## src/rtl/match_timer.sv

```systemverilog
module match_timer #(
  parameter int CW = 32,
  parameter int AW = 8
) (
  input  logic          clk,
  input  logic          rst_n,
  input  logic          tick,
  input  logic          sel,
  input  logic          wr,
  input  logic [AW-1:0] addr,
  input  logic [CW-1:0] wdata,
  output logic [CW-1:0] rdata,
  output logic [3:0]    irq,
  output logic          wdog_rst
);
  localparam int NCH = 4;

  logic [CW-1:0]  cnt_q;
  logic [CW-1:0]  match_q [NCH];
  logic [NCH-1:0] stat_q, ien_q, ev;
  logic           wden_q, wd_q;

  wire            hit    = sel && (addr[1:0] == 2'b00) && ((addr >> 5) == '0);
  wire [2:0]      idx    = addr[4:2];
  wire            wen    = hit && wr;
  wire            cnt_wr = wen && (idx == 3'd4);
  wire            st_wr  = wen && (idx == 3'd5);
  wire [CW-1:0]   cnt_inc = cnt_q + CW'(1);

  for (genvar i = 0; i < NCH; i++) begin : g_ev
    assign ev[i] = tick && !cnt_wr && (cnt_inc == match_q[i]);
  end

  always_ff @(posedge clk) begin
    if (!rst_n) begin
      cnt_q <= '0;
      for (int i = 0; i < NCH; i++) match_q[i] <= '0;
    end else begin
      if (cnt_wr)    cnt_q <= wdata;
      else if (tick) cnt_q <= cnt_inc;
      for (int i = 0; i < NCH; i++)
        if (wen && idx == 3'(i)) match_q[i] <= wdata;
    end
  end

  always_ff @(posedge clk) begin
    if (!rst_n) begin
      stat_q <= '0;
      ien_q  <= '0;
      wden_q <= 1'b0;
      wd_q   <= 1'b0;
    end else begin
      stat_q <= (stat_q & ~(st_wr ? wdata[NCH-1:0] : '0)) | ev;
      if (wen && idx == 3'd7) ien_q <= wdata[NCH-1:0];
      if (wen && idx == 3'd6 && wdata[0]) wden_q <= 1'b1;
      wd_q <= wden_q && ev[NCH-1];
    end
  end

  always_comb begin
    rdata = '0;
    if (hit && !wr) begin
      case (idx)
        3'd0, 3'd1, 3'd2, 3'd3: rdata = match_q[idx[1:0]];
        3'd4:    rdata = cnt_q;
        3'd5:    rdata = {{(CW-NCH){1'b0}}, stat_q};
        3'd6:    rdata = {{(CW-1){1'b0}}, wden_q};
        default: rdata = {{(CW-NCH){1'b0}}, ien_q};
      endcase
    end
  end

  assign irq      = stat_q & ien_q;
  assign wdog_rst = wd_q;
endmodule

```

## config.mk

```make
export PLATFORM = sky130hd
export DESIGN_NAME = match_timer
export DESIGN_NICKNAME = d
export VERILOG_FILES = /design/src/rtl/match_timer.sv
export SDC_FILE = /design/constraint.sdc
export NUM_CORES = 1
export LEC_CHECK = 0
export ABC_CLOCK_PERIOD_IN_PS = 7750
export BUFFER_PORTS_ARGS = -buffer_cell sky130_fd_sc_hd__buf_2
export CAP_MARGIN = 15
export CORE_AREA = 5 5 198 162
export CTS_CLUSTER_SIZE = 10
export DETAILED_ROUTE_END_ITERATION = 10
export DIE_AREA = 0 0 203 167
export PLACE_DENSITY = 0.56
export SLEW_MARGIN = 10
export SYNTH_ARGS = -nofsm -noshare
export SYNTH_HDL_FRONTEND = slang
export SYNTH_SLANG_ARGS = --single-unit
```

## constraint.sdc

```tcl
create_clock -name clk -period 7.75 [get_ports clk]
set_input_delay 0.775 -clock clk [delete_from_list [all_inputs] [get_ports clk]]
set_output_delay 0.775 -clock clk [all_outputs]
set_load 0.1 [all_outputs]
```

==> out/metrics.yaml <==
dp_cells: 1566
ctsHoldBuffers: 0
p_leak_nw: 4.53
netlist_area_um2: 11800
cts_tree: "done"
die_w_um: 203
cts_sinks: 170
final.setup_skew_ns: 0.0132
outcome: "complete, no violations"
grt_max_degree: 65
final.setup.worst_slack_ns: 3.62
dr.pass1.iters: 6
avgSynthCellArea_um2: 9.95
cp.required_ns: 8.12
rsz0062_at_grt: "no"
maxClockFrequency_mhz: 242
vias: 9630
path_clk_slew_ns: 0.06
hold_path.class: "flip-flop to flip-flop"
n_antenna_cell: 0
finalMaxSlewViolations: 0
core-area_um2: 29900
synth_nets: 1227
reg2reg_slack_ns: 3.62
cap_viol_max_count: 0
wl_um: 40200
place_ws_ns: 3.68
place_hpwl_um: 28800
antenna_found_initial: 2
cp_max_fo: 20
globalplace.congestion: 1.02
maxSlewHeadroom: 0.355
via_per_inst: 6.03
yosysSeqAreaShare: 0.398
drc: 0
critical_path_arrival_ns: 4.50
clock_latency_ns: 0.44
hold_viol: 0
num_rows: 57
synth-seq-cells: 170
io-pin-count: 82
start_util: 0.393
fin_cells: 1598
root_buffer: "clkbuf_16"
drt_iter0_drc: 1186
min_period_ns: 4.13
final_nets: 1248
power.density_nw_per_um2: 173
cts_resized: 0
finalSetupTns_ns: 0
htree_levels: 4
synth_cell_types: 80
syn_inst: 1181
clock_path_buffers: 2
overflow: 0
synth.largest_area_cell: "edfxtp_1"
final.fill_count: 2851
synth-async-reset-ratio: 0
port_buffers: 81
setup_viol: 0
antenna_left: 0
synth.area.top_cells: "edfxtp_1 33%, dfxtp_1 7.2%, and2_1 7.1%"
synth_top_area_frac: 0.327
area_growth_pct: 11.3
dieHeight_um: 167
worstSetupStartpointType: "flip-flop"
wl_per_cell_um: 25.2
vdd_drop_max_mv: 0.129
grt_first_pass_wirelength_um: 61300
worst_setup_path_end_kind: "flip-flop"
ys_warn_count: 0
track_usage: 0.236
synth_edf_count: 128
drive_above_1_share: 0.152
criticalPathCategory: "flip-flop to flip-flop"
cts_setup_buffers: 0
tightest_slew_ns: 0.968
fin_crit_sh: 0.533
grt_pass1_vias: 9392
synth_flop_cell: "edfxtp_1"
cts_buffers: 17
dieArea_um2: 33900
-- kinds of logic (layout without fill, tap and decap cells) --
group,after synthesis,in the layout,synth area share
AND/OR/NAND/NOR,492,492,0.233
flip-flops,170,170,0.398
XOR/XNOR,167,167,0.136
AO/OA/AOI/OAI,199,199,0.121
multiplexers,42,42,0.0709
buffers and inverters,110,144,0.0393
adder cells (fa/ha/maj),1,1,0.00106
-- registers in the layout (all words and copies together), names as in the netlist --
| name | flops |
|---|---|
| wdog_rst | 1 |
| stat_q | 4 |
| cnt_q | 32 |
| wden_q | 1 |
| match_q | 128 |
| ien_q | 4 |
-- routing by layer --
metal / vias up / share of wire / GRT usage
li1: 4363 / - / -
met1: 4771 / 0.49 / 0.371
met2: 451 / 0.41 / 0.329
met3: 41 / 0.091 / 0.0572
met4: 4 / 0.014 / 0.0472
met5: - / 0.00067 / 0
-- worst max-delay path, stage by stage (launching register included) --
cell	delay [ns]
dfxtp_1	0.63
nand4_1	0.77
or4_1	1.03
nor4_4	0.56
xnor3_1	0.21
o221ai_1	0.11
nor4b_1	0.39
nand4_1	0.21
nor2_1	0.13
-- synth_stat cells (4+ instances only) --
cell type,n
edfxtp_1,128
nor3b_1,4
mux4_2,33
nand4_1,28
mux2i_1,9
xnor3_1,7
a2111oi_0,5
a31oi_1,6
o2111ai_1,4
and2_1,133
a22oi_1,30
buf_6,4
nand3_1,33
inv_1,16
nor2b_1,8
clkbuf_1,66
o31ai_1,4
o21a_1,4
xnor2_1,85
nand2b_1,14
nor4_4,5
buf_1,11
a21oi_1,19
and3_1,19
nor4_1,16
nand2_1,71
or3_1,7
nor2_1,103
nor3_1,23
or4_1,7
a211oi_1,33
o22ai_1,8
o221ai_1,9
dfxtp_1,42
a211o_1,4
buf_2,9
xor2_1,72
o211ai_1,8
o21ai_0,33
-- final cells by class --
| type | instances | area [µm²] | share of cell area |
|---|---|---|---|
| inverter | 18 | 67.6 | 0.00516 |
| multi-input combinational | 901 | 6700 | 0.512 |
| timing repair buffer | 94 | 503 | 0.0384 |
| sequential | 170 | 4680 | 0.358 |
| clock inverter | 9 | 194 | 0.0148 |
| clock buffer | 23 | 458 | 0.0350 |
| tap | 383 | 479 | 0.0366 |
-- placed cells by master, fill, tap and decap left out, drive strengths merged, types with 14 or more instances in the layout --
cell type  instances
xnor2             85
clkbuf            23
o21ai             36
buf               94
and3              19
mux4              33
inv               17
dfxtp             42
nand4             31
a21oi             19
edfxtp           128
nor4              23
nor3              24
a211oi            35
nand3             34
nor2             103
and2             133
nand2             72
a22oi             30
nand2b            14
xor2              72
-- report_power, final --
part / switching, mW / internal, mW / total, mW
Combinational: 0.125 / 0.0888 / 0.213
Sequential: 0.0472 / 1.01 / 1.06
Clock: 0.373 / 0.612 / 0.985
-- path summary, 6_finish.rpt --
| path | depth (start not counted) | from | end |
|---|---|---|---|
| max | 8 | cnt_q[3] | wdog_rst |
| min | 2 | wden_q | wdog_rst |
| min reg2reg | 2 | wden_q | wdog_rst |
| max reg2reg | 8 | cnt_q[3] | wdog_rst |
-- per-stage QoR --
stage | cell area (µm²) | power, mW | hold slack [ns] | utilization
after floorplan | 11800 | 1.19 | 0.427 | -
after global placement | 12400 | 1.29 | 0.474 | 0.416
after detailed placement | 12400 | 1.29 | 0.487 | 0.416
after CTS | 13100 | 2.27 | 0.497 | 0.438
after global routing | 13100 | 2.32 | 0.529 | 0.438
final | 13100 | 2.26 | 0.496 | 0.438
Power figures use the tool's default switching activity.
